File: src/rtl/wsb_pkg.sv
package wsb_pkg;
    typedef enum logic [1:0] {
        RS_IDLE  = 2'd0,
        RS_ISSUE = 2'd1,
        RS_WAIT  = 2'd2
    } rd_state_e;
endpackage

File: src/rtl/wsb_fifo.sv
// Store queue storage. Pointers carry one extra wrap bit. DEPTH must be a power of two, at least 2.
module wsb_fifo #(
    parameter int DEPTH = 4,
    parameter int AW    = 8,
    parameter int DW    = 32,
    localparam int PW   = $clog2(DEPTH)
) (
    input  logic                          clk,
    input  logic                          rst_n,
    input  logic                          push,
    input  logic [AW-1:0]                 push_addr,
    input  logic [DW-1:0]                 push_data,
    input  logic                          pop,
    output logic                          full,
    output logic                          empty,
    output logic [AW-1:0]                 head_addr,
    output logic [DW-1:0]                 head_data,
    output logic [PW-1:0]                 rd_idx,
    output logic [PW:0]                   fill,
    output logic [DEPTH-1:0][AW-1:0]      ent_addr,
    output logic [DEPTH-1:0][DW-1:0]      ent_data
);
    logic [PW:0] wptr, rptr;

    always_ff @(posedge clk) begin
        if (!rst_n) begin
            wptr <= '0;
            rptr <= '0;
        end else begin
            if (push) wptr <= wptr + 1'b1;
            if (pop)  rptr <= rptr + 1'b1;
        end
    end

    always_ff @(posedge clk) begin
        if (push) begin
            ent_addr[wptr[PW-1:0]] <= push_addr;
            ent_data[wptr[PW-1:0]] <= push_data;
        end
    end

    always_comb begin
        empty     = (wptr == rptr);
        full      = (wptr[PW] != rptr[PW]) && (wptr[PW-1:0] == rptr[PW-1:0]);
        fill      = wptr - rptr;
        rd_idx    = rptr[PW-1:0];
        head_addr = ent_addr[rptr[PW-1:0]];
        head_data = ent_data[rptr[PW-1:0]];
    end
endmodule

File: src/rtl/wsb_match.sv
// Searches valid entries from oldest to youngest; a later hit overrides an earlier one.
module wsb_match #(
    parameter int DEPTH = 4,
    parameter int AW    = 8,
    parameter int DW    = 32,
    localparam int PW   = $clog2(DEPTH)
) (
    input  logic [DEPTH-1:0][AW-1:0] ent_addr,
    input  logic [DEPTH-1:0][DW-1:0] ent_data,
    input  logic [PW-1:0]            rd_idx,
    input  logic [PW:0]              fill,
    input  logic [AW-1:0]            look_addr,
    output logic                     hit,
    output logic [DW-1:0]            hit_data
);
    logic [PW-1:0] idx;

    always_comb begin
        hit      = 1'b0;
        hit_data = '0;
        idx      = '0;
        for (int i = 0; i < DEPTH; i++) begin
            idx = rd_idx + PW'(i);
            if ((PW+1)'(i) < fill) begin
                if (ent_addr[idx] == look_addr) begin
                    hit      = 1'b1;
                    hit_data = ent_data[idx];
                end
            end
        end
    end
endmodule

File: src/rtl/wt_store_buffer.sv
module wt_store_buffer
    import wsb_pkg::*;
#(
    parameter int DEPTH = 4,
    parameter int AW    = 8,
    parameter int DW    = 32
) (
    input  logic          clk,
    input  logic          rst_n,
    input  logic          st_valid,
    output logic          st_ready,
    input  logic [AW-1:0] st_addr,
    input  logic [DW-1:0] st_data,
    input  logic          rd_valid,
    output logic          rd_ready,
    input  logic [AW-1:0] rd_addr,
    output logic          rd_resp_valid,
    output logic [DW-1:0] rd_resp_data,
    output logic          mem_req,
    output logic          mem_we,
    output logic [AW-1:0] mem_addr,
    output logic [DW-1:0] mem_wdata,
    input  logic          mem_gnt,
    input  logic          mem_rvalid,
    input  logic [DW-1:0] mem_rdata
);
    localparam int PW = $clog2(DEPTH);

    rd_state_e state, state_nx;

    logic                     q_full, q_empty, q_push, q_pop;
    logic [AW-1:0]            q_head_addr;
    logic [DW-1:0]            q_head_data;
    logic [PW-1:0]            q_rd_idx;
    logic [PW:0]              q_fill;
    logic [DEPTH-1:0][AW-1:0] q_ent_addr;
    logic [DEPTH-1:0][DW-1:0] q_ent_data;
    logic                     look_hit;
    logic [DW-1:0]            look_data;
    logic                     rd_go;
    logic [AW-1:0]            miss_addr;

    assign q_push = st_valid && st_ready;
    assign rd_go  = rd_valid && rd_ready;

    wsb_fifo #(.DEPTH(DEPTH), .AW(AW), .DW(DW)) u_fifo (
        .clk       (clk),
        .rst_n     (rst_n),
        .push      (q_push),
        .push_addr (st_addr),
        .push_data (st_data),
        .pop       (q_pop),
        .full      (q_full),
        .empty     (q_empty),
        .head_addr (q_head_addr),
        .head_data (q_head_data),
        .rd_idx    (q_rd_idx),
        .fill      (q_fill),
        .ent_addr  (q_ent_addr),
        .ent_data  (q_ent_data)
    );

    wsb_match #(.DEPTH(DEPTH), .AW(AW), .DW(DW)) u_match (
        .ent_addr  (q_ent_addr),
        .ent_data  (q_ent_data),
        .rd_idx    (q_rd_idx),
        .fill      (q_fill),
        .look_addr (rd_addr),
        .hit       (look_hit),
        .hit_data  (look_data)
    );

    // State register
    always_ff @(posedge clk) begin
        if (!rst_n) state <= RS_IDLE;
        else        state <= state_nx;
    end

    // Transitions: idle_to_issue, issue_to_wait, wait_to_idle
    always_comb begin
        state_nx = state;
        unique case (state)
            RS_IDLE:  if (rd_go && !look_hit) state_nx = RS_ISSUE;
            RS_ISSUE: if (mem_gnt)            state_nx = RS_WAIT;
            RS_WAIT:  if (mem_rvalid)         state_nx = RS_IDLE;
            default:                          state_nx = RS_IDLE;
        endcase
    end

    // Outputs decoded from the state
    always_comb begin
        st_ready  = !q_full;
        rd_ready  = 1'b0;
        mem_req   = 1'b0;
        mem_we    = 1'b0;
        mem_addr  = q_head_addr;
        mem_wdata = q_head_data;
        q_pop     = 1'b0;
        unique case (state)
            RS_IDLE: begin
                rd_ready = 1'b1;
                mem_req  = !q_empty;
                mem_we   = 1'b1;
                q_pop    = !q_empty && mem_gnt;
            end
            RS_ISSUE: begin
                mem_req  = 1'b1;
                mem_addr = miss_addr;
            end
            RS_WAIT: begin
                mem_addr = miss_addr;
            end
            default: ;
        endcase
    end

    // Registered read response and captured miss address
    always_ff @(posedge clk) begin
        if (!rst_n) begin
            rd_resp_valid <= 1'b0;
            rd_resp_data  <= '0;
            miss_addr     <= '0;
        end else begin
            rd_resp_valid <= 1'b0;
            if (rd_go) begin
                miss_addr <= rd_addr;
                if (look_hit) begin
                    rd_resp_valid <= 1'b1;
                    rd_resp_data  <= look_data;
                end
            end
            if (state == RS_WAIT && mem_rvalid) begin
                rd_resp_valid <= 1'b1;
                rd_resp_data  <= mem_rdata;
            end
        end
    end
endmodule

File: config.mk
export PLATFORM = sky130hd
export DESIGN_NAME = wt_store_buffer
export DESIGN_NICKNAME = d
export VERILOG_FILES = /design/src/rtl/wsb_pkg.sv /design/src/rtl/wsb_fifo.sv /design/src/rtl/wsb_match.sv /design/src/rtl/wt_store_buffer.sv
export SDC_FILE = /design/constraint.sdc
export NUM_CORES = 1
export LEC_CHECK = 0
export CAP_MARGIN = 20
export CORE_ASPECT_RATIO = 1.5
export CORE_MARGIN = 5
export CORE_UTILIZATION = 45
export DETAILED_ROUTE_END_ITERATION = 10
export GPL_ROUTABILITY_DRIVEN = 1
export PLACE_DENSITY = 0.67
export SYNTH_ARGS = -nofsm -noshare
export SYNTH_HDL_FRONTEND = slang
export SYNTH_SLANG_ARGS = --single-unit
File: constraint.sdc
create_clock -name clk -period 4.4 [get_ports clk]
set_clock_uncertainty 0.15 [all_clocks]
set_input_delay 0.66 -clock clk [delete_from_list [all_inputs] [get_ports clk]]
set_output_delay 0.66 -clock clk [all_outputs]
set_load 0.03 [all_outputs]
* Word-level counts from Yosys, hierarchy flattened
Index checks and enable logic that the tools add are counted.
** Storage, ports and cells
- Flip-flop bits (word level) :: 209
- Input port bits :: 86
- Output and inout port bits :: 77
- Logic and storage cells :: 110
** Operators by class
- Add/subtract/negate cells :: 6
- Order comparisons :: 10
- Equal/unequal tests :: 12
- Multiplexer cells :: 52
- Reduce and logical (&&, ||, !) cells :: 16
** Operators by type and width (count)
- 32-bit two-way mux :: 16
- 32-bit binary-select mux with 2-bit select :: 4
- 128-bit bitwise mux :: 1
- 8-bit binary-select mux with 2-bit select :: 4
- 32-bit demux with 2-bit select :: 1
- 8-bit two-way mux :: 6
- 32-bit bitwise mux :: 1
- 8-bit equality test :: 4
- 8-bit demux with 2-bit select :: 1
- 2-bit by 3-bit less-than comparator with 1-bit output, second input constant :: 5
- 1-bit two-way mux :: 13
- 1-bit logical AND :: 7
- 3-bit by 1-bit adder with 3-bit output, second input constant :: 2
- 1-bit by 3-bit less-than comparator with 1-bit output, first input constant :: 2
- 2-bit by 3-bit less-than comparator with 1-bit output, first input constant :: 2
- 2-bit two-way mux :: 3
- 2-bit != test, second input constant :: 3
- 2-bit case mux with 3 select lines :: 1
- 2-bit adder, second input constant :: 2
- 2-bit nonzero test :: 2
- 3-bit equality test :: 1
- 1-bit logical NOT :: 3
- 3-bit AND reduction :: 1
- 3-bit subtractor :: 1
- other kinds (10) :: 10

* Depth between registers and ports, before layout
Gate-level depths: netlist (run 1).
- Depth after elaboration :: 15
- Mapped depth :: 14
- Gate-level depth less buffers :: 11

* By module
From an unflattened synthesis (run 1), not the netlist that was laid out.
** Unflattened totals
- Cells, all modules :: 1169
- Area, all modules :: 13740.7 µm²
** Modules (own cells, without submodules)
- wsb_fifo :: times used 1, cells an instance 256, area each 6247.2 µm²
- wsb_match :: times used 1, cells an instance 663, area each 5531.6 µm²
- wt_store_buffer :: times used 1, cells an instance 250, area each 1961.9 µm²

* Worst setup path before layout (run 1)
Ideal clock, no wire load.
- Path kind :: reg-to-reg
- Start point :: register u_fifo.rptr[1]
- End point :: register u_fifo.ent_addr[24] in the netlist's numbering (enable)
- Setup time :: 403 ps
- Data arrival time :: 3507 ps
- Required time :: 3847 ps
- Path slack :: 340 ps
- Stages on the path, launching flop included :: 9
- Clock period less this slack :: 4060 ps
- Path through :: dfxtp_1 buf_2 clkbuf_1 clkbuf_1 clkbuf_1 inv_1 ha_1 nand3_1 and3_1
** On the way
- Word-level cells in the longest chain between the ends :: 4
** RTL lines
- from (decl) :: RTL line wsb_fifo.sv:23 : logic [PW:0] wptr, rptr;
- from (signal assigned) :: RTL line wsb_fifo.sv:31 : if (pop) rptr <= rptr + 1'b1;
- 2-bit equality test :: RTL line wsb_fifo.sv:44 : full = (wptr[PW] != rptr[PW]) && (wptr[PW-1:0] == rptr[PW-1:0]);
- 1-bit logical AND :: RTL line wsb_fifo.sv:44
- 1-bit logical NOT :: RTL line wt_store_buffer.sv:92 : st_ready = !q_full;
- via st_ready :: RTL line wt_store_buffer.sv:11 : output logic st_ready,
- 1-bit logical AND :: RTL line wt_store_buffer.sv:43 : assign q_push = st_valid && st_ready;
- to (signal, indexed assignment) :: RTL line wsb_fifo.sv:37 : ent_addr[wptr[PW-1:0]] <= push_addr;
- to (decl) :: RTL line wsb_fifo.sv:20 : output logic [DEPTH-1:0][AW-1:0] ent_addr,
The timed path passes the listed nets, and every way through them passes these cells.
A chain may end at the register's enable or synchronous reset.

* Final worst setup path (run 1)
- Start point :: register u_fifo.rptr[0]
- End point :: output mem_wdata[27]
** On the way
- Word-level cells in the longest chain between the ends :: 2
** RTL lines
- 32-bit binary-select mux with 2-bit select :: RTL line wsb_fifo.sv:48 : head_data = ent_data[rptr[PW-1:0]];
- 32-bit two-way mux (implied by the code) :: RTL line wsb_fifo.sv:48
- to (decl) :: RTL line wt_store_buffer.sv:22 : output logic [DW-1:0] mem_wdata,
No other way between the ends. The select of a mux whose other input is x is not followed.

==> results.sh, run 1 <==
export IMPL_status="finished, final reports clean"
export IMPL_leakagePower_nw=4.62
export IMPL_drcViolationCount=0
export IMPL_die_h_um=216
export IMPL_cts_hold_buf=0
export IMPL_worstMarginPinSlew_ns=0.949
export IMPL_path_delay_family="buffers and inverters"
export IMPL_regToRegStartpoint="u_fifo.rptr[0]"
export IMPL_portBuffers=162
export IMPL_period_needed_ns=3.93
export IMPL_htreeDepth=1
export IMPL_ant_nets=0
export IMPL_die_w_um=147
export IMPL_synthAdderAreaFrac_pct=1.15
export IMPL_routed_wl_mm=33.7
export IMPL_drtPass1Iterations=6
export IMPL_clock_path_buffers=3
export IMPL_cts_buffers=23
export IMPL_setup_tns_ns=0
export IMPL_stdcell_count=1389
export IMPL_setup_viol=0
export IMPL_yosys_warnings=0
export IMPL_rows=75
export IMPL_worstHoldPathCells=2
export IMPL_cts_setup_buffers=0
export IMPL_layout_nets=1122
export IMPL_worstHoldStart="miss_addr[4]"
export IMPL_cts_resized=0
export IMPL_synth_top_family_by_area="multiplexers"
export IMPL_antenna_found_initial=4
export IMPL_drive_gt1_share_pct=23.5
export IMPL_rr_endpoint="rd_resp_data[8]"
export IMPL_p_per_area_mw_per_mm2=406
export IMPL_synth_compound_area_share_pct=8.36
export IMPL_seq_area_frac_synth_pct=45.7
export IMPL_synth_area_sq_mm=0.0127
export IMPL_cp_buffers_inverters=2
export IMPL_maxSlewViolCount=0
export IMPL_pin_count=163
export IMPL_clock_latency_ns=0.51
export IMPL_yosys_area_share_simple_pct=8.60
export IMPL_crit_path_end_kind="primary output"
export IMPL_clk_pin_slew_ns=0.06
export IMPL_synth_nets=998
export IMPL_cap_viol_max_count=0
export IMPL_drtIter0Drc=644
export IMPL_grt_usage_pct=20.9
export IMPL_synth_edff_count=160
export IMPL_synthTopCellsByArea="edfxtp_1 (38%), mux4_2 (27%), dfxtp_1 (7.7%)"
export IMPL_die_area_sq_mm=0.0317
export IMPL_coreArea_sq_mm=0.0279
export IMPL_areaGrowthSynthToFinish_pct=20.7
export IMPL_grt_first_pass_wirelength_mm=51.9
export IMPL_fill_cells=2295
export IMPL_hold_path_class="reg2reg"
export IMPL_synthCells=901
export IMPL_max_slew_margin_rel_pct=36.5
export IMPL_crit_fanout=120
export IMPL_yosysTopAreaCell="edfxtp_1"
export IMPL_cts_tree="done"
export IMPL_synth_seq_cells=209
export IMPL_num_vias=8877
export IMPL_path_cells="buf_12 > mux4_2 > clkdlybuf4s50_1"
export IMPL_post_dp_hpwl_mm=22.7
export IMPL_synth_area_mux_share_pct=29.5
export IMPL_synth_ff_type="edfxtp_1"
export IMPL_ys_types=56
export IMPL_synth_xor_area_share_pct=2.80
export IMPL_crit_arrival_ns=3.12
export IMPL_async_flop_share_pct=0
export IMPL_place_congestion=0.861
export IMPL_synth_top_cell_area_share_pct=37.9
export IMPL_synth_area_per_cell_sq_um=14.1
export IMPL_fmax_ghz=0.254
export IMPL_cts_root_buf="clkbuf_16"
export IMPL_crit_type="reg2out"
export IMPL_via_per_inst=6.39
export IMPL_numPlacedInstances=1346
export IMPL_grt_pass1_vias=9074
export IMPL_r2r_cells=10
export IMPL_rrSetupSlack_ns=0.55
export IMPL_grt_max_degree=121
export IMPL_grt_ovfl_total=0
export IMPL_start_kind="flop"
export IMPL_irDropWorstVdd_uv=310
export IMPL_cp_required_ns=3.59
export IMPL_holdPathEnd="miss_addr[4]"
export IMPL_routedWlPerCell_um=24.3
export IMPL_cpPeakStageDelay_ns=0.66
export IMPL_start_util_pct=45.5
export IMPL_post_route_period_util_pct=89.4
export IMPL_cts_sinks=209
export IMPL_crit_slowest_cell="buf_12"
export IMPL_finalHoldViolCount=0
export IMPL_rsz0062_at_grt="false"
-- stage by stage --
step	setup WS, ns	total power, mW	instance area, sq um	util [%]	hold WS [ns]
3_3_place_gp	0.648	4.36	14500	52.2	0.288
4_1_cts	0.403	6.28	15300	54.8	0.304
5_1_grt	0.274	6.48	15300	54.9	0.331
6_report	0.465	6.21	15300	54.9	0.302
2_1_floorplan	0.340	3.82	12700	-	0.283
3_5_place_dp	0.550	4.37	14500	52.2	0.296
-- power by group --
part           switching (mW)  total (mW)  internal (mW)
clock network           0.764        1.90           1.14
registers              0.0950        2.33           2.24
logic                   0.980        1.98           1.00
-- per-layer routing --
layer	up-vias	GRT usage [%]	part of all wire, %
met5	-	0	0.10
met3	67	3.38	6.6
met4	4	6.78	3.2
li1	3931	-	-
met1	4507	25.2	37
met2	368	38.1	53
-- logic make-up (layout without fill, tap and decap cells) --
group | Yosys count | count (layout)
fa+ha+maj | 11 | 11
mux | 183 | 183
xor+xnor | 39 | 39
compound gates | 153 | 153
buf+inv | 101 | 241
flops | 209 | 209
other cells | 0 | 2
simple gates | 205 | 205
-- worst register-to-register path, delay by kind of cell (launching register included) --
family                    cells  cell delay, ns
AOI/OAI and AO/OA             4            1.10
xor gates and xnor gates      1            0.17
buffers and inverters         2            0.59
DFF                           1            0.60
muxes                         1            0.53
and+or+nand+nor               2            0.59
-- worst max-delay path by stage --
stage                               from                   to  slack, ns  cells after the start
after global routing      u_fifo.rptr[0]        mem_wdata[14]       0.27                      3
after CTS                 u_fifo.rptr[0]        mem_wdata[14]       0.40                      3
final                     u_fifo.rptr[0]        mem_wdata[27]       0.47                      3
after global placement    u_fifo.rptr[0]      rd_resp_data[8]       0.65                     10
after detailed placement  u_fifo.rptr[0]      rd_resp_data[9]       0.55                     10
after floorplan           u_fifo.rptr[1]  u_fifo.ent_addr[24]       0.34                      8
-- cells in the mapped netlist, drive strengths merged (11+ instances only) --
cell and count:
o2111ai 31, mux2 11, nand3b 26, a31oi 28, o211ai 25, nand3 34
clkbuf 38, mux4 151, xnor2 19, xor2 19, dfxtp 49, buf 53
edfxtp 160, a21oi 14, nand2 90, o21ai 30, mux2i 21
-- registers in the layout (all words and copies together) (netlist names) --
| name | count |
|---|---|
| u_fifo.rptr | 3 |
| miss_addr | 8 |
| u_fifo.wptr | 3 |
| rd_resp_valid | 1 |
| rd_resp_data | 32 |
| u_fifo.ent_addr | 32 |
| state | 2 |
| u_fifo.ent_data | 128 |
-- area by class of cell --
type / instances / area (sq um) / area share [%]
sequential: 209 / 5790 / 37.9
timing repair buffer: 190 / 1860 / 12.2
multi-input combinational: 591 / 6420 / 42.0
inverter: 10 / 37.5 / 0.245
clock buffer: 27 / 591 / 3.86
tap: 346 / 433 / 2.83
antenna: 2 / 5.00 / 0.0327
clock inverter: 14 / 149 / 0.974
-- layout by cell type (no fill, tap or decap), drive strengths merged, types with 5 or more instances in the layout --
cell and n:
nand3 34, buf 29, o2111ai 31, mux2i 21, edfxtp 160, a31oi 28, nand2 90, inv 9
clkdlybuf4s50 161, xor2 19, nand2b 5, and3 6, o211ai 25, mux2 11, xnor2 19, a21oi 14
nand3b 26, o22ai 8, nor2 10, or2 7, o21ai 30, clkbuf 27, mux4 151, dfxtp 49
a31o 7, clkinv 12, ha 10
(Power assumes the default switching activity.)
==> run 2, diff against run 1 <==
Settings changed: CAP_MARGIN 20 to default, SLEW_MARGIN from default to 20.
Clock period 4.4 ns to 3.7 ns, I/O delays scaled along.
==> results.sh, run 2 (synthesis gave the netlist of run 1 again) <==
export IMPL_start_util_pct=45.5
export IMPL_cpPeakStageDelay_ns=0.52
export IMPL_numPlacedInstances=1353
export IMPL_via_per_inst=6.45
export IMPL_fill_cells=2229
export IMPL_p_per_area_mw_per_mm2=480
export IMPL_grt_usage_pct=21.0
export IMPL_r2r_cells=11
export IMPL_num_vias=8990
export IMPL_status="finished, final reports clean"
export IMPL_hold_path_class="reg2reg"
export IMPL_crit_path_end_kind="flop"
export IMPL_pin_count=163
export IMPL_place_congestion=0.843
export IMPL_maxSlewViolCount=0
export IMPL_crit_cells=11
export IMPL_drcViolationCount=0
export IMPL_start_kind="flop"
export IMPL_largest_register_ff_count=128
export IMPL_crit_arrival_ns=3.89
export IMPL_cp_buffers_inverters=3
export IMPL_final_cell_mix="clkdlybuf4s50_1 (161), edfxtp_1 (160), mux4_2 (151)"
export IMPL_drtPass1Iterations=5
export IMPL_rows=75
export IMPL_max_slew_margin_rel_pct=43.9
export IMPL_drtIter0Drc=640
export IMPL_cap_viol_max_count=0
export IMPL_path_cells="buf_12 > buf_4 > mux4_2 > xor2_1 > nor4_1 > nand4b_1 > o21ai_2 > o21a_4 > buf_4 > o2111ai_1 > a31oi_1"
export IMPL_antenna_found_initial=1
export IMPL_rsz0062_at_grt="false"
export IMPL_htreeDepth=1
export IMPL_grt_pass1_vias=9002
export IMPL_coreArea_sq_mm=0.0279
export IMPL_cts_hold_buf=0
export IMPL_cp_required_ns=3.99
export IMPL_setup_tns_ns=0
export IMPL_die_area_sq_mm=0.0317
export IMPL_layout_nets=1128
export IMPL_die_h_um=216
export IMPL_portBuffers=162
export IMPL_cts_root_buf="clkbuf_16"
export IMPL_crit_type="reg2reg"
export IMPL_areaGrowthSynthToFinish_pct=22.1
export IMPL_grt_first_pass_wirelength_mm=52.5
export IMPL_drive_gt1_share_pct=24.1
export IMPL_stdcell_count=1394
export IMPL_clock_path_buffers=3
export IMPL_crit_top_cell="buf_4"
export IMPL_grt_ovfl_total=0
export IMPL_cts_sinks=209
export IMPL_die_w_um=147
export IMPL_clock_latency_ns=0.52
export IMPL_cts_tree="done"
export IMPL_cts_buffers=22
export IMPL_clk_pin_slew_ns=0.06
export IMPL_routedWlPerCell_um=24.3
export IMPL_worstMarginPinSlew_ns=0.838
export IMPL_irDropWorstVdd_uv=469
export IMPL_ant_nets=0
export IMPL_setup_viol=0
export IMPL_grt_max_degree=110
export IMPL_period_needed_ns=3.60
export IMPL_worstHoldPathCells=2
export IMPL_crit_slowest_cell="nor4_1"
export IMPL_path_delay_family="simple AND/OR/NAND/NOR gates"
export IMPL_finalHoldViolCount=0
export IMPL_post_route_period_util_pct=97.2
export IMPL_routed_wl_mm=33.9
export IMPL_post_dp_hpwl_mm=22.9
export IMPL_fmax_ghz=0.278
export IMPL_leakagePower_nw=4.69
export IMPL_crit_fanout=20
export IMPL_layout_commonest_cell="clkdlybuf4s50_1"
export IMPL_fin_hold_ws_ns=0.304
run 2: tightest hold or removal path, cell delays in order, from the launching register on:
cell and delay (ns):
dfxtp_1 0.31, nand2_1 0.05, a21oi_1 0.05
run 2: repair_timing:
item / in CTS / in global routing
hold endpoints to repair: 0 / 0
endpoints found under the setup margin: 0 / 3
gates resized for setup: 0 / 1
buffers inserted: 0 / 0
run 2: metrics by stage:
step | total power [mW] | util [%] | worst slack, ns | instance area (sq um)
after CTS | 7.49 | 55.5 | 0.0943 | 15500
after global placement | 5.22 | 52.8 | 0.231 | 14700
final | 7.42 | 55.5 | 0.103 | 15500
after detailed placement | 5.24 | 52.8 | 0.226 | 14700
after global routing | 7.74 | 55.5 | 0.0261 | 15500
after floorplan | 4.54 | - | 0.0766 | 12700
run 2: power by group:
| group | leakage [nW] | internal [mW] | switching [mW] | total, mW |
|---|---|---|---|---|
| Sequential | 1.87 | 2.66 | 0.0966 | 2.76 |
| Combinational | 2.46 | 1.22 | 1.20 | 2.43 |
| Clock | 0.359 | 1.32 | 0.913 | 2.24 |
run 2: final timing paths:
| kind | start | to | slack [ns] |
|---|---|---|---|
| worst max-delay path | u_fifo.rptr[0] | rd_resp_data[21] | 0.10 |
| worst min-delay path | miss_addr[6] | miss_addr[6] | 0.30 |
| worst max register to register | u_fifo.rptr[0] | rd_resp_data[21] | 0.10 |
| worst min register to register | miss_addr[6] | miss_addr[6] | 0.30 |
run 2: per-layer routing:
layer / track usage, % / vias to the layer above / share of wire [%]
met3: 3.48 / 44 / 7.3
met2: 37.3 / 363 / 53
met1: 26.3 / 4631 / 37
li1: - / 3952 / -
met4: 6.50 / 0 / 2.5
met5: 0 / - / 0
run 2: final cells by class:
class,count,area (sq um),area share [%]
multi-input combinational,591,6420,41.5
sequential,209,5790,37.5
timing repair buffer,197,2050,13.2
clock buffer,26,617,3.99
tap,346,433,2.80
clock inverter,14,118,0.760
inverter,10,37.5,0.243
antenna,1,2.50,0.0162
